===== src/rtl/wdog_pkg.sv =====
package wdog_pkg;
  // Register offsets (byte addresses)
  localparam int unsigned OFS_LOAD   = 'h000;
  localparam int unsigned OFS_COUNT  = 'h004;
  localparam int unsigned OFS_CTRL   = 'h008;
  localparam int unsigned OFS_CLEAR  = 'h00C;
  localparam int unsigned OFS_STATUS = 'h014;
  localparam int unsigned OFS_LOCK   = 'hC00;
  // Key that opens the write lock
  localparam logic [31:0] OPEN_KEY   = 32'h1ACC_E551;
endpackage


===== src/rtl/wdog_bus.sv =====
module wdog_bus
  import wdog_pkg::*;
#(
  parameter int unsigned AW  = 12,
  parameter int unsigned DW  = 32,
  parameter logic [DW-1:0] KEY = DW'(OPEN_KEY)
) (
  input  logic          clk,
  input  logic          rst,
  input  logic          psel,
  input  logic          penable,
  input  logic          pwrite,
  input  logic [AW-1:0] paddr,
  input  logic [DW-1:0] pwdata,
  input  logic [DW-1:0] load_q,
  input  logic [DW-1:0] cnt_q,
  input  logic          en_q,
  input  logic          rsten_q,
  input  logic          irq_q,
  output logic          wr_load,
  output logic          wr_ctrl,
  output logic          wr_clr,
  output logic [DW-1:0] prdata
);
  logic          locked_q;
  logic          acc_wr, setup_rd, wr_lock;
  logic [DW-1:0] rd_val;

  assign acc_wr   = psel & penable & pwrite;
  assign setup_rd = psel & ~penable & ~pwrite;
  assign wr_lock  = acc_wr & (paddr == AW'(OFS_LOCK));
  assign wr_load  = acc_wr & ~locked_q & (paddr == AW'(OFS_LOAD));
  assign wr_ctrl  = acc_wr & ~locked_q & (paddr == AW'(OFS_CTRL));
  assign wr_clr   = acc_wr & ~locked_q & (paddr == AW'(OFS_CLEAR));

  always_ff @(posedge clk) begin
    if (rst)          locked_q <= 1'b1;
    else if (wr_lock) locked_q <= (pwdata != KEY);
  end

  always_comb begin
    rd_val = '0;
    if (paddr == AW'(OFS_LOAD))        rd_val = load_q;
    else if (paddr == AW'(OFS_COUNT))  rd_val = cnt_q;
    else if (paddr == AW'(OFS_CTRL))   rd_val = {{(DW-2){1'b0}}, rsten_q, en_q};
    else if (paddr == AW'(OFS_STATUS)) rd_val = {{(DW-1){1'b0}}, irq_q};
    else if (paddr == AW'(OFS_LOCK))   rd_val = {{(DW-1){1'b0}}, locked_q};
  end

  always_ff @(posedge clk) begin
    if (rst)           prdata <= '0;
    else if (setup_rd) prdata <= rd_val;
  end

  // lock state changes only through a lock-register write
  assert_lock_hold_R2: assert property (@(posedge clk) disable iff (rst)
    !wr_lock |=> $stable(locked_q));
  // locked block accepts no configuration write
  assert_locked_quiet_R3: assert property (@(posedge clk) disable iff (rst)
    locked_q |-> !(wr_load || wr_ctrl || wr_clr));
endmodule


===== src/rtl/wdog_count.sv =====
module wdog_count #(
  parameter int unsigned DW = 32
) (
  input  logic          clk,
  input  logic          rst,
  input  logic          tick,
  input  logic          run,
  input  logic          load_wr,
  input  logic [DW-1:0] load_val,
  input  logic          reload,
  output logic [DW-1:0] load_q,
  output logic [DW-1:0] cnt_q,
  output logic          expire
);
  logic hold, step;

  assign hold   = load_wr | reload;
  assign step   = run & tick & ~hold;
  assign expire = step & (cnt_q == '0);

  always_ff @(posedge clk) begin
    if (rst) begin
      load_q <= '1;
      cnt_q  <= '1;
    end else if (load_wr) begin
      load_q <= load_val;
      cnt_q  <= load_val;
    end else if (reload) begin
      cnt_q  <= load_q;
    end else if (step) begin
      cnt_q  <= expire ? load_q : cnt_q - 1'b1;
    end
  end

  // accepted load write lands in both registers
  assert_load_R4: assert property (@(posedge clk) disable iff (rst)
    load_wr |=> (cnt_q == $past(load_val)) && (load_q == $past(load_val)));
  // one decrement per tick while running
  assert_dec_R5: assert property (@(posedge clk) disable iff (rst)
    (run && tick && !hold && cnt_q != '0) |=> cnt_q == $past(cnt_q) - 1'b1);
  // frozen when not running and not written
  assert_freeze_R5: assert property (@(posedge clk) disable iff (rst)
    (!run && !hold) |=> $stable(cnt_q));
  // expiry reloads from the load register
  assert_wrap_R6: assert property (@(posedge clk) disable iff (rst)
    expire |=> cnt_q == $past(load_q));
endmodule


===== src/rtl/wdog_escalate.sv =====
module wdog_escalate (
  input  logic       clk,
  input  logic       rst,
  input  logic       ctrl_wr,
  input  logic [1:0] ctrl_bits,
  input  logic       clr_wr,
  input  logic       expire,
  output logic       en_q,
  output logic       rsten_q,
  output logic       irq_o,
  output logic       sysrst_o
);
  logic raw_q;
  logic en_d, rsten_d, raw_d, sysrst_d;

  always_comb begin
    en_d     = ctrl_wr ? ctrl_bits[0] : en_q;
    rsten_d  = ctrl_wr ? ctrl_bits[1] : rsten_q;
    raw_d    = clr_wr ? 1'b0 : (raw_q | expire);
    sysrst_d = sysrst_o | (expire & raw_q & rsten_q);
  end

  always_ff @(posedge clk) begin
    if (rst) begin
      en_q     <= 1'b0;
      rsten_q  <= 1'b0;
      raw_q    <= 1'b0;
      irq_o    <= 1'b0;
      sysrst_o <= 1'b0;
    end else begin
      en_q     <= en_d;
      rsten_q  <= rsten_d;
      raw_q    <= raw_d;
      irq_o    <= raw_d & en_d;
      sysrst_o <= sysrst_d;
    end
  end

  // an expiry leaves the interrupt pending
  assert_expire_irq_R6: assert property (@(posedge clk) disable iff (rst)
    expire |=> raw_q);
  // output equals masked raw interrupt
  assert_irq_mask_R7: assert property (@(posedge clk) disable iff (rst)
    irq_o == (raw_q & en_q));
  // service write drops the interrupt
  assert_clear_R8: assert property (@(posedge clk) disable iff (rst)
    clr_wr |=> !raw_q);
  // request is sticky
  assert_sticky_R9: assert property (@(posedge clk) disable iff (rst)
    sysrst_o |=> sysrst_o);
  // request rises only on a second expiry with reset generation on
  assert_second_R9: assert property (@(posedge clk) disable iff (rst)
    $rose(sysrst_o) |-> $past(raw_q) && $past(rsten_q) && $past(expire));
endmodule


===== src/rtl/wdog_guard.sv =====
module wdog_guard
  import wdog_pkg::*;
#(
  parameter int unsigned AW = 12,
  parameter int unsigned DW = 32
) (
  input  logic          clk,
  input  logic          rst,
  input  logic          tick,
  input  logic          psel,
  input  logic          penable,
  input  logic          pwrite,
  input  logic [AW-1:0] paddr,
  input  logic [DW-1:0] pwdata,
  output logic [DW-1:0] prdata,
  output logic          irq_o,
  output logic          sysrst_req_o
);
  logic          wr_load, wr_ctrl, wr_clr, expire;
  logic          en_q, rsten_q;
  logic [DW-1:0] load_q, cnt_q;

  wdog_bus #(.AW(AW), .DW(DW)) u_bus (
    .clk(clk), .rst(rst), .psel(psel), .penable(penable), .pwrite(pwrite),
    .paddr(paddr), .pwdata(pwdata), .load_q(load_q), .cnt_q(cnt_q),
    .en_q(en_q), .rsten_q(rsten_q), .irq_q(irq_o),
    .wr_load(wr_load), .wr_ctrl(wr_ctrl), .wr_clr(wr_clr), .prdata(prdata)
  );

  wdog_count #(.DW(DW)) u_count (
    .clk(clk), .rst(rst), .tick(tick), .run(en_q),
    .load_wr(wr_load), .load_val(pwdata), .reload(wr_clr),
    .load_q(load_q), .cnt_q(cnt_q), .expire(expire)
  );

  wdog_escalate u_esc (
    .clk(clk), .rst(rst), .ctrl_wr(wr_ctrl), .ctrl_bits(pwdata[1:0]),
    .clr_wr(wr_clr), .expire(expire), .en_q(en_q), .rsten_q(rsten_q),
    .irq_o(irq_o), .sysrst_o(sysrst_req_o)
  );
endmodule


===== config.mk =====
export PLATFORM = sky130hd
export DESIGN_NAME = wdog_guard
export DESIGN_NICKNAME = d
export VERILOG_FILES = /design/src/rtl/wdog_pkg.sv /design/src/rtl/wdog_bus.sv /design/src/rtl/wdog_count.sv /design/src/rtl/wdog_escalate.sv /design/src/rtl/wdog_guard.sv
export SDC_FILE = /design/constraint.sdc
export NUM_CORES = 1
export LEC_CHECK = 0
export BUFFER_PORTS_ARGS = -buffer_cell sky130_fd_sc_hd__buf_2
export CAP_MARGIN = 20
export CELL_PAD_IN_SITES_DETAIL_PLACEMENT = 0
export CELL_PAD_IN_SITES_GLOBAL_PLACEMENT = 1
export CORE_MARGIN = 2
export CORE_UTILIZATION = 42
export DETAILED_ROUTE_END_ITERATION = 10
export PLACE_DENSITY = 0.85
export SETUP_SLACK_MARGIN = 0.2
export SLEW_MARGIN = 40
export SYNTH_ARGS = -nofsm -noshare
export SYNTH_HDL_FRONTEND = slang
export SYNTH_SLANG_ARGS = --single-unit

===== constraint.sdc =====
create_clock -name clk -period 2.8 [get_ports clk]
set_input_delay 0.28 -clock clk [delete_from_list [all_inputs] [get_ports clk]]
set_output_delay 0.28 -clock clk [all_outputs]
set_load 0.01 [all_outputs]

==> reports/results.ini <==
[run_status]
run_status=completed

[yosys]
synth.top_cell.area_share_pct=38.8
synthSimpleGateAreaFrac_pct=30.7
async_flop_share_pct=0
dominantRegCellSynth=dfxtp_1
synth_common_cells=dfxtp_1, nand2_1, nor2_1
synth_area_mm2=0.00526
synthXorXnorAreaFrac_pct=3.00
synth_fp_nets=708
synth.most_common_cell=dfxtp_1
synth_edf_count=0
ys_seq_area_share_pct=38.8
synth-seq-cells=102
synth_compound_area_share_pct=21.1
synth_top_family_by_area=simple AND/OR/NAND/NOR gates
synth.avg_cell_area_um2=8.00
yosysWarnings=0
syn_inst=657
synthDistinctLibCells=62
synth.largest_area_cell=dfxtp_1
muxShareOfSynthArea_pct=1.38
synth-adder-area-share_pct=0.238
synth_area_leaders=dfxtp_1, a221oi_1, nand2_1, a21oi_1, nor2_1

[critical_path]
worstPathArrival_ps=2690
rr_endpoint=u_count.cnt_q[23]
r2r.worst_path.cells=6
critPathTopFamily=simple AND/OR/NAND/NOR gates
crit_fanout=9
slowest_delay_ps=680
worstSetupPathDepth=6
worstReg2RegStart=u_count.cnt_q[13]
cp.required_ps=3030
path_buf_inv=0
end_kind=flip-flop
r2r_slack_ps=340
cp_cell_sequence=or4_1 -> or4_4 -> nor3_1 -> xor2_1 -> a221oi_1 -> a21oi_1
startpoint_type=flip-flop
critical_path_class=flip-flop to flip-flop
cp_slowest_cell=or4_1

[floorplan]
core_area_mm2=0.0121
dieHeight_um=116
start_util_pct=43.4
dieArea_mm2=0.0134
fp-row-count=40
pin_count=84
die_x_um=116

[clock_network]
cts-root-buf=clkbuf_16
cts.clk_slew.worst_paths_ps=70
clock-sinks=102
clock_path_buffers=2
cts_buffers=9
cts_tree=built
clk_latency_ps=350
htreeDepth=3
ctsHoldBuffers=0

[min_path]
hp-start=pwdata[3]
holdPathEnd=u_count.load_q[3]
hold_depth=3
hold_class=primary input to flip-flop

[drt]
wl_met1_um=7460
wl_um=15900
drt_iter0_drc=536
dr_total_vias=5346
wl_met2_um=7070
dr_wl_met3_um=1050
vias_per_cell=5.97
first_pass_iters=5
dr.max_layer_used=met4
antenna_left=0
wl_per_cell_um=17.8
route.detailed.drc=0

[grt]
antenna_found_initial=0
grt_overflow=0
grt_pass1_vias=4863
grt_max_degree=53
grt_pass1_wl_um=25300
grt_usage_pct=24.1

[finish]
layout.nets=774
stdcell_count=895
n_fill_cell=1234
syn_to_final_growth_pct=17.8
layout-drive-gt1-share_pct=20.4
final_core_utilization_pct=51.1
antennaDiodeCount=0

[timing]
tns_ps=0
clock.fmax_mhz=406
fin_crit_ps=2460
finalCritPeriodShare_pct=88.0
fin_skew_ps=7.27
slew-limit-headroom_pct=56.7
drv_slew=0
setup_viol=0
hold_viol=0
tightest_slew_ps=649
grt_setup_unrepaired=false

[placement]
dp_cells=879
place_congestion=0.904
portBuffers=83
dp_hpwl_um=10800

[power_and_ir_drop]
irDropWorstVdd_mv=0.332
p_sw_share_pct=22.7
p_leak_nw=2.43
power_frac_seq_pct=48.6
pwr-share-clk_pct=44.8
total_power_mw=3.05
p_int_mw=2.36
power_density_mw_per_mm2=492
p_comb_share_pct=6.6
power.switching_mw=0.691

[run]
cap_viol_max_count=0

==> area by class of cell <==
class                   instances  area (um^2)  area share (%)
flip-flops and latches        102         2040            33.0
clock inverters                 3         68.8            1.11
well taps                     168          210            3.40
repair buffers                105          593            9.58
multi-input cells             501         3010            48.7
inverters                       4         15.0           0.243
clock buffers                  12          246            3.98
==> worst max-delay path by stage <==
| stage | from | end | slack [ps] |
|---|---|---|---|
| floorplan | u_count.cnt_q[3] | u_count.cnt_q[23] | 470 |
| global route | u_count.cnt_q[13] | u_count.cnt_q[24] | 200 |
| detailed placement | paddr[2] | u_count.cnt_q[15] | 190 |
| finish | u_count.cnt_q[13] | u_count.cnt_q[23] | 340 |
| CTS | u_count.cnt_q[13] | u_count.cnt_q[21] | 220 |
| global placement | paddr[2] | u_count.cnt_q[15] | 240 |
==> cells in the final DEF, fill, tap and decap left out, types with 5 or more instances in the layout <==
cell type	count
a211oi_1	5
a21oi_1	63
a221oi_1	41
a22oi_1	6
a31oi_1	8
and3_1	5
buf_2	83
buf_4	21
clkbuf_16	9
dfxtp_1	102
mux2i_1	5
nand2_1	92
nand2b_1	5
nand3_1	13
nand4_1	10
nor2_1	73
nor3_1	49
nor4_1	9
nor4_2	5
o21ai_0	16
or3_1	7
or4_1	7
xnor2_1	8
xor2_1	10
==> registers in the layout (all words and copies together), names as in the netlist <==
name,flops
u_esc.irq_o,1
u_esc.rsten_q,1
u_bus.locked_q,1
u_esc.en_q,1
u_bus.prdata,32
u_esc.raw_q,1
u_count.cnt_q,32
u_count.load_q,32
u_esc.sysrst_o,1
==> power by group through the flow <==
stage	Sequential, mW	Clock [mW]	Combinational (mW)
6_report	1.48	1.36	0.202
5_1_grt	1.48	1.44	0.222
4_1_cts	1.48	1.38	0.202
3_5_place_dp	1.51	0	0.201
3_3_place_gp	1.51	0	0.199
2_1_floorplan	1.52	0	0.0876
==> layer usage <==
metal  global-route usage (%)  up-vias
met2                     37.0      212
met3                     4.29       26
met1                     34.1     2535
met5                        0        -
li1                         -     2573
met4                     8.49        0
==> timing repair <==
item,CTS,global route
setup buffers,0,1
gates resized for setup,0,4
setup endpoints to repair,0,25
==> through the flow <==
stage,instance area [um^2],setup WS (ps),hold slack [ps]
final,6190,337,152
after global routing,6190,202,161
after CTS,6150,222,140
after detailed placement,5840,192,447
after global placement,5830,242,440
after floorplan,5260,474,379
==> tightest hold or removal path: cells and delay by family <==
kind	cells	cell delay, ps
buffers and inverters	1	100
AND/OR/NAND/NOR	2	90
==> cells by family (layout without fill, tap and decap cells) <==
family | count (synthesis) | count (layout)
flip-flops | 102 | 102
AND/OR/NAND/NOR | 310 | 310
AO/OA/AOI/OAI | 165 | 165
adder cells (fa/ha/maj) | 1 | 1
buffers and inverters | 54 | 124
XOR/XNOR | 18 | 18
multiplexers | 7 | 7
Power figures use the tool's default switching activity.
